===== src/rtl/dcls_pkg.sv =====
package dcls_pkg;

   typedef enum logic [2:0] {
      ST_IDLE  = 3'd0,
      ST_LPREQ = 3'd1,
      ST_PREP  = 3'd2,
      ST_ZERO  = 3'd3,
      ST_RUN   = 3'd4,
      ST_POST  = 3'd5,
      ST_TRAIL = 3'd6,
      ST_EXIT  = 3'd7
   } lane_st_e;

   // slot numbers: word-1 fields use the byte slot they occupy
   localparam int D_TRAIL = 0;
   localparam int D_POST  = 1;
   localparam int D_ZERO  = 2;
   localparam int D_PREP  = 3;
   localparam int D_EXIT  = 4;
   localparam int D_LPX   = 5;
   localparam int N_DUR   = 6;

   localparam logic [1:0] LP_STOP   = 2'b11;
   localparam logic [1:0] LP_REQ    = 2'b01;
   localparam logic [1:0] LP_BRIDGE = 2'b00;

endpackage


===== src/rtl/dcls_tim_unpack.sv =====
module dcls_tim_unpack
   import dcls_pkg::*;
#(
   parameter int FIELD_W     = 8,
   parameter int WORD_W      = 32,
   parameter bit ZERO_IS_ONE = 1'b1,
   localparam int CNT_W      = FIELD_W + 1
) (
   input  logic [WORD_W-1:0]             tim0_i,
   input  logic [WORD_W-1:0]             tim1_i,
   output logic [N_DUR-1:0][CNT_W-1:0]   dur_o
);

   logic [N_DUR-1:0][FIELD_W-1:0] raw;

   // word 1 carries four fields, one per slot
   for (genvar s = 0; s < 4; s++) begin : g_w1
      assign raw[s] = tim1_i[s*FIELD_W +: FIELD_W];
   end
   // word 0 carries two fields in its low slots
   for (genvar s = 0; s < 2; s++) begin : g_w0
      assign raw[D_EXIT+s] = tim0_i[s*FIELD_W +: FIELD_W];
   end

   logic unused_w0;
   assign unused_w0 = ^tim0_i[WORD_W-1:2*FIELD_W];
   if (WORD_W > 4*FIELD_W) begin : g_w1_spare
      logic unused_w1;
      assign unused_w1 = ^tim1_i[WORD_W-1:4*FIELD_W];
   end

   for (genvar d = 0; d < N_DUR; d++) begin : g_dur
      if (ZERO_IS_ONE) begin : g_floor
         assign dur_o[d] = (raw[d] == '0) ? CNT_W'(1) : {1'b0, raw[d]};
      end else begin : g_wrap
         // zero stands for the full field range
         assign dur_o[d] = (raw[d] == '0) ? (CNT_W'(1) << FIELD_W) : {1'b0, raw[d]};
      end
   end

endmodule


===== src/rtl/dcls_dwell_cnt.sv =====
module dcls_dwell_cnt #(
   parameter int CNT_W = 9
) (
   input  logic             clk_i,
   input  logic             rst_ni,
   input  logic             load_i,
   input  logic [CNT_W-1:0] val_i,
   output logic             last_o
);

   logic [CNT_W-1:0] cnt_q;

   always_ff @(posedge clk_i or negedge rst_ni) begin
      if (!rst_ni) begin
         cnt_q <= '0;
      end else if (load_i) begin
         cnt_q <= val_i;
      end else if (cnt_q != '0) begin
         cnt_q <= cnt_q - CNT_W'(1);
      end
   end

   assign last_o = (cnt_q == CNT_W'(1));

   // every load comes from a sanitised field, so a dwell is never empty
   a_r10_load_nonzero: assert property (@(posedge clk_i) disable iff (!rst_ni)
      load_i |-> (val_i != '0));

   // a loaded dwell counts down one step per cycle
   a_r10_count_step: assert property (@(posedge clk_i) disable iff (!rst_ni)
      (!load_i && cnt_q > CNT_W'(1)) |=> (cnt_q == $past(cnt_q) - CNT_W'(1)));

endmodule


===== src/rtl/dcls_seq_fsm.sv =====
module dcls_seq_fsm
   import dcls_pkg::*;
#(
   parameter int CNT_W = 9
) (
   input  logic                        clk_i,
   input  logic                        rst_ni,
   input  logic                        req_i,
   input  logic                        data_idle_i,
   input  logic [N_DUR-1:0][CNT_W-1:0] dur_i,
   input  logic                        last_i,
   output logic                        load_o,
   output logic [CNT_W-1:0]            load_val_o,
   output logic [1:0]                  lp_o,
   output logic                        hs_en_o,
   output logic                        tog_o,
   output logic                        active_o
);

   lane_st_e st_q, st_d;

   always_ff @(posedge clk_i or negedge rst_ni) begin
      if (!rst_ni) st_q <= ST_IDLE;
      else         st_q <= st_d;
   end

   always_comb begin
      st_d       = st_q;
      load_o     = 1'b0;
      load_val_o = '0;
      unique case (st_q)
         ST_IDLE: if (req_i) begin
            st_d = ST_LPREQ;  load_o = 1'b1;  load_val_o = dur_i[D_LPX];
         end
         ST_LPREQ: if (last_i) begin
            st_d = ST_PREP;   load_o = 1'b1;  load_val_o = dur_i[D_PREP];
         end
         ST_PREP: if (last_i) begin
            st_d = ST_ZERO;   load_o = 1'b1;  load_val_o = dur_i[D_ZERO];
         end
         ST_ZERO: if (last_i) begin
            st_d = ST_RUN;
         end
         ST_RUN: if (!req_i && data_idle_i) begin
            st_d = ST_POST;   load_o = 1'b1;  load_val_o = dur_i[D_POST];
         end
         ST_POST: if (last_i) begin
            st_d = ST_TRAIL;  load_o = 1'b1;  load_val_o = dur_i[D_TRAIL];
         end
         ST_TRAIL: if (last_i) begin
            st_d = ST_EXIT;   load_o = 1'b1;  load_val_o = dur_i[D_EXIT];
         end
         ST_EXIT: if (last_i) begin
            if (req_i) begin
               st_d = ST_LPREQ;  load_o = 1'b1;  load_val_o = dur_i[D_LPX];
            end else begin
               st_d = ST_IDLE;
            end
         end
         default: st_d = ST_IDLE;
      endcase
   end

   // output decode from the registered state
   always_comb begin
      lp_o     = LP_BRIDGE;
      hs_en_o  = 1'b0;
      tog_o    = 1'b0;
      active_o = 1'b0;
      unique case (st_q)
         ST_IDLE, ST_EXIT: lp_o = LP_STOP;
         ST_LPREQ:         lp_o = LP_REQ;
         ST_PREP:          lp_o = LP_BRIDGE;
         ST_ZERO, ST_TRAIL: hs_en_o = 1'b1;
         ST_RUN: begin
            hs_en_o = 1'b1;  tog_o = 1'b1;  active_o = 1'b1;
         end
         ST_POST: begin
            hs_en_o = 1'b1;  tog_o = 1'b1;
         end
         default: lp_o = LP_STOP;
      endcase
   end

   a_r2_idle_accepts_req: assert property (@(posedge clk_i) disable iff (!rst_ni)
      (st_q == ST_IDLE && req_i) |=> (lp_o == LP_REQ));

   a_r5_ack_after_zero: assert property (@(posedge clk_i) disable iff (!rst_ni)
      $rose(active_o) |-> ($past(st_q) == ST_ZERO && tog_o));

   a_r6_hold_running: assert property (@(posedge clk_i) disable iff (!rst_ni)
      (st_q == ST_RUN && (req_i || !data_idle_i)) |=> (active_o && tog_o));

   a_r7_post_no_ack: assert property (@(posedge clk_i) disable iff (!rst_ni)
      (st_q == ST_RUN && !req_i && data_idle_i) |=> (tog_o && !active_o));

   a_r8_trail_to_stop: assert property (@(posedge clk_i) disable iff (!rst_ni)
      (st_q == ST_TRAIL && last_i) |=> (lp_o == LP_STOP && !hs_en_o));

   a_r9_exit_holds: assert property (@(posedge clk_i) disable iff (!rst_ni)
      (st_q == ST_EXIT && !last_i) |=> (lp_o == LP_STOP));

endmodule


===== src/rtl/dphy_clk_lane_seq.sv =====
module dphy_clk_lane_seq
   import dcls_pkg::*;
#(
   parameter int FIELD_W     = 8,
   parameter int WORD_W      = 32,
   parameter bit ZERO_IS_ONE = 1'b1,
   localparam int CNT_W      = FIELD_W + 1
) (
   input  logic              clk_i,
   input  logic              rst_ni,
   input  logic              clk_req_i,
   input  logic              data_idle_i,
   input  logic [WORD_W-1:0] tim0_i,
   input  logic [WORD_W-1:0] tim1_i,
   output logic [1:0]        lp_o,
   output logic              hs_en_o,
   output logic              clk_tog_o,
   output logic              clk_active_o
);

   initial begin
      assert (FIELD_W >= 2) else $error("FIELD_W must be at least 2");
      assert (WORD_W >= 4*FIELD_W) else $error("WORD_W must hold four fields");
   end

   logic [N_DUR-1:0][CNT_W-1:0] dur;
   logic                        load;
   logic [CNT_W-1:0]            load_val;
   logic                        last;

   dcls_tim_unpack #(
      .FIELD_W     (FIELD_W),
      .WORD_W      (WORD_W),
      .ZERO_IS_ONE (ZERO_IS_ONE)
   ) u_unpack (
      .tim0_i (tim0_i),
      .tim1_i (tim1_i),
      .dur_o  (dur)
   );

   dcls_dwell_cnt #(.CNT_W(CNT_W)) u_cnt (
      .clk_i  (clk_i),
      .rst_ni (rst_ni),
      .load_i (load),
      .val_i  (load_val),
      .last_o (last)
   );

   dcls_seq_fsm #(.CNT_W(CNT_W)) u_fsm (
      .clk_i       (clk_i),
      .rst_ni      (rst_ni),
      .req_i       (clk_req_i),
      .data_idle_i (data_idle_i),
      .dur_i       (dur),
      .last_i      (last),
      .load_o      (load),
      .load_val_o  (load_val),
      .lp_o        (lp_o),
      .hs_en_o     (hs_en_o),
      .tog_o       (clk_tog_o),
      .active_o    (clk_active_o)
   );

   a_r5_ack_only_toggling: assert property (@(posedge clk_i) disable iff (!rst_ni)
      clk_active_o |-> (clk_tog_o && hs_en_o && lp_o == LP_BRIDGE));

   a_r4_hs_leaves_lp_bridge: assert property (@(posedge clk_i) disable iff (!rst_ni)
      hs_en_o |-> (lp_o == LP_BRIDGE));

endmodule


===== config.mk =====
export PLATFORM = sky130hd
export DESIGN_NAME = dphy_clk_lane_seq
export DESIGN_NICKNAME = d
export VERILOG_FILES = /design/src/rtl/dcls_pkg.sv /design/src/rtl/dcls_tim_unpack.sv /design/src/rtl/dcls_dwell_cnt.sv /design/src/rtl/dcls_seq_fsm.sv /design/src/rtl/dphy_clk_lane_seq.sv
export SDC_FILE = /design/constraint.sdc
export NUM_CORES = 1
export LEC_CHECK = 0
export ABC_AREA = 1
export BUFFER_PORTS_ARGS = -buffer_cell sky130_fd_sc_hd__buf_4
export CORE_MARGIN = 2
export CORE_UTILIZATION = 47
export DETAILED_ROUTE_END_ITERATION = 8
export PLACE_DENSITY = 0.86
export SYNTH_ARGS = -nofsm -noshare
export SYNTH_HDL_FRONTEND = slang
export SYNTH_SLANG_ARGS = --single-unit

===== constraint.sdc =====
create_clock -name clk_i -period 2.1 [get_ports clk_i]
set_input_delay 0 -clock clk_i [delete_from_list [all_inputs] [get_ports clk_i]]
set_output_delay 0 -clock clk_i [all_outputs]
set_load 0.02 [all_outputs]

==> flow_summary_export.csv <==
group,metric,value,unit
worst_setup_path,crit_family,"simple AND/OR/NAND/NOR gates",
sta,worstMarginPinSlew,402,ps
run_status,outcome,"completed",
worst_setup_path,required,2310,ps
logic_synthesis,synthFlopType,"dfrtp_1",
sta,finalCriticalPeriod,1870,ps
floorplanning,fp-row-count,20,
run,cap_violations,0,
clock_network,cts_num_sinks,12,
floorplanning,dieArea,3760,sq um
sta,fmax,534,MHz
worst_setup_path,cp_data_arrival_time,2090,ps
worst_setup_path,crit_buf_inv,4,
placed_design,routabilityCongestion,0.900,
clock_network,clockBufferDepth,2,
pwr,power_density,1090,nW/um^2
clock_network,clk_pin_slew,90,ps
grt,grt.total_usage,25.1,%
worst_setup_path,startpoint_type,"register",
placed_design,port-buffer-count,56,
logic_synthesis,ys_warn_count,0,
grt,grt_overflow_total,0,
clock_network,cts_tree,"built",
layout,fin_nets,389,
floorplanning,core,3080,sq um
placed_design,place_hpwl,3.59,mm
sta,clock_skew,8.62,ps
floorplanning,start_util,50.1,%
worst_setup_path,critPathKind,"register to register",
sta,final-setup-viol-count,0,
logic_synthesis,synth_cells,252,
grt,grt_pass1_vias,1714,
layout,n_antenna_cell,0,
clock_network,cts_max_level,1,
worst_setup_path,path_cells,"inv_1 > ha_1 > inv_1 > nor2_1 > nand2_2 > nor2_8 > inv_2 > nand2_2 > nand2_2 > nand2_2 > nand2_4 > nand2_2 > inv_2 > a22oi_2",
route,drtPass1Iterations,4,
sta,relSlewSlack,73.2,%
sta,rsz0062_at_grt,"no",
worst_setup_path,crit_top_cell,"nand2_2",
logic_synthesis,synth-async-reset-ratio,100,%
grt,antenna_found_initial,0,
grt,grt_max_degree,13,
route,drt-vias-per-instance,5.01,
logic_synthesis,synth_edf_count,0,
logic_synthesis,syn-num-nets,328,
route,drt_iter0_markers,56,
route,ant_nets,0,
layout,final_common_cell,"nand2_1",
clock_network,clock_latency,290,ps
worst_setup_path,max_stage_delay,390,ps
clock_network,cts-root-buf,"clkbuf_4",
sta,hold_viol,0,
sta,fin_crit_sh,89.2,%
layout,n_fill_cell,319,
route,routed_wl,4.12,mm
clock_network,hold_buffers,1,
layout,area_growth,33.6,%
worst_setup_path,cp_slowest_cell,"dfrtp_1",
pwr,p_leak,1.10,nW
layout,final_cell_mix,"nand2_1, buf_4, inv_1",
min_path,min_path_type,"primary input to async pin",
placed_design,dp.cells,351,
pwr,vdd_ir_drop_max,999,uV
logic_synthesis,syn_area,1540,sq um
grt,grt_pass1_wl,6.98,mm
clock_network,postCtsSetupBuffers,0,
sta,tns,0,ps
logic_synthesis,synth_seq_area_share,19.5,%
worst_setup_path,end_kind,"register",
logic_synthesis,ys_types,32,
layout,drive_above_1_share,28.2,%
floorplanning,die_w,61.3,microns
route,vias,1785,
route,drc_errors,0,
route,post_drt_wl_per_cell,11.6,microns
sta,holdWs,75.7,ps
layout,layoutNonFillerInstCount,356,
floorplanning,fp.dieH,61.3,microns
worst_setup_path,cp_max_fo,10,
sta,slew_viol_final,0,
clock_network,cts_inserted_buffers,3,
logic_synthesis,synth_seq_cells,12,
clock_network,ctsResizeCount,0,
logic_synthesis,synth_area_per_cell,6.12,sq um
floorplanning,io_pins,73,
[per-layer routing]
| metal | part of all wire [%] | global-route usage (%) | routed length (microns) | vias up |
|---|---|---|---|---|
| met5 | 0 | 0 | 0 | - |
| met4 | 1.7 | 9.32 | 69 | 0 |
| met3 | 5.0 | 4.62 | 206 | 7 |
| met2 | 50 | 45.0 | 2070 | 60 |
| met1 | 43 | 29.7 | 1780 | 786 |
| li1 | - | - | - | 932 |
[worst reg2reg max path, stage by stage (launching register included)]
cell     delay (ps)
dfrtp_1         390
inv_1           140
ha_1            170
inv_1            40
nor2_1          100
nand2_2         100
nor2_8          160
inv_2            90
nand2_2          80
nand2_2          60
nand2_2          70
nand2_4         100
nand2_2          90
inv_2            70
a22oi_2         160
[stage by stage]
stage / total power [W] / util (%) / cell area (sq um) / worst slack [ps]
6_report: 0.00224 / 67.0 / 2060 / 228
5_1_grt: 0.00247 / 67.0 / 2060 / 0.659
4_1_cts: 0.00225 / 67.0 / 2060 / 208
3_5_place_dp: 0.00204 / 65.4 / 2010 / 226
3_3_place_gp: 0.00200 / 65.4 / 2010 / 307
2_1_floorplan: 0.00161 / - / 1540 / 472
[state kept, by name, indices dropped and copies added, names as in the netlist]
name         cells
u_fsm.st_q       3
u_cnt.cnt_q      9
[cell usage after synthesis (5+ instances only)]
| library cell | instances | area, sq um |
|---|---|---|
| o21ai_0 | 13 | 65.1 |
| nor3_1 | 5 | 25.0 |
| dfrtp_1 | 12 | 300 |
| nand2_1 | 77 | 289 |
| inv_1 | 29 | 109 |
| inv_2 | 6 | 22.5 |
| nor2_1 | 27 | 101 |
| nand2_2 | 8 | 50.1 |
| nand3_1 | 16 | 80.1 |
| ha_1 | 8 | 100 |
| a21oi_1 | 10 | 50.1 |
[where the power goes]
group	internal, W	leakage [nW]	switching [W]
combinational	0.000624	0.933	0.000960
clock	0.000106	0.0210	0.0000885
sequential	0.000349	0.148	0.000109
[cell type report]
cell class	count	area (sq um)	share of cell area (%)
clock buffer	4	36.3	1.76
inverter	36	140	6.80
multi-input combinational	203	1100	53.3
sequential	12	300	14.6
tap	44	55.1	2.67
timing repair buffer	57	430	20.9
[kinds of logic after synthesis]
kind of cell             after synthesis  share of synthesized area (%)
XOR/XNOR                               6                           3.41
flip-flops                            12                           19.5
AND/OR/NAND/NOR                      148                           45.0
adder cells (fa/ha/maj)                8                           6.49
AO/OA/AOI/OAI                         41                           16.3
buffers and inverters                 37                           9.33
[final timing paths]
kind / startpoint / endpoint / slack [ps] / cells past startpoint
min: rst_ni / u_cnt.cnt_q[3]$_DFFE_PN0P_ / 80 / 2
max in group asynchronous: rst_ni / u_cnt.cnt_q[2]$_DFFE_PN0P_ / 1860 / 2
max: u_cnt.cnt_q[1]$_DFFE_PN0P_ / u_cnt.cnt_q[1]$_DFFE_PN0P_ / 230 / 14
min reg2reg: u_cnt.cnt_q[7]$_DFFE_PN0P_ / u_cnt.cnt_q[7]$_DFFE_PN0P_ / 590 / 3
max reg2reg: u_cnt.cnt_q[1]$_DFFE_PN0P_ / u_cnt.cnt_q[1]$_DFFE_PN0P_ / 230 / 14
min in group clk_i: tim1_i[14] / u_cnt.cnt_q[6]$_DFFE_PN0P_ / 80 / 5
Power figures use the tool's default switching activity.
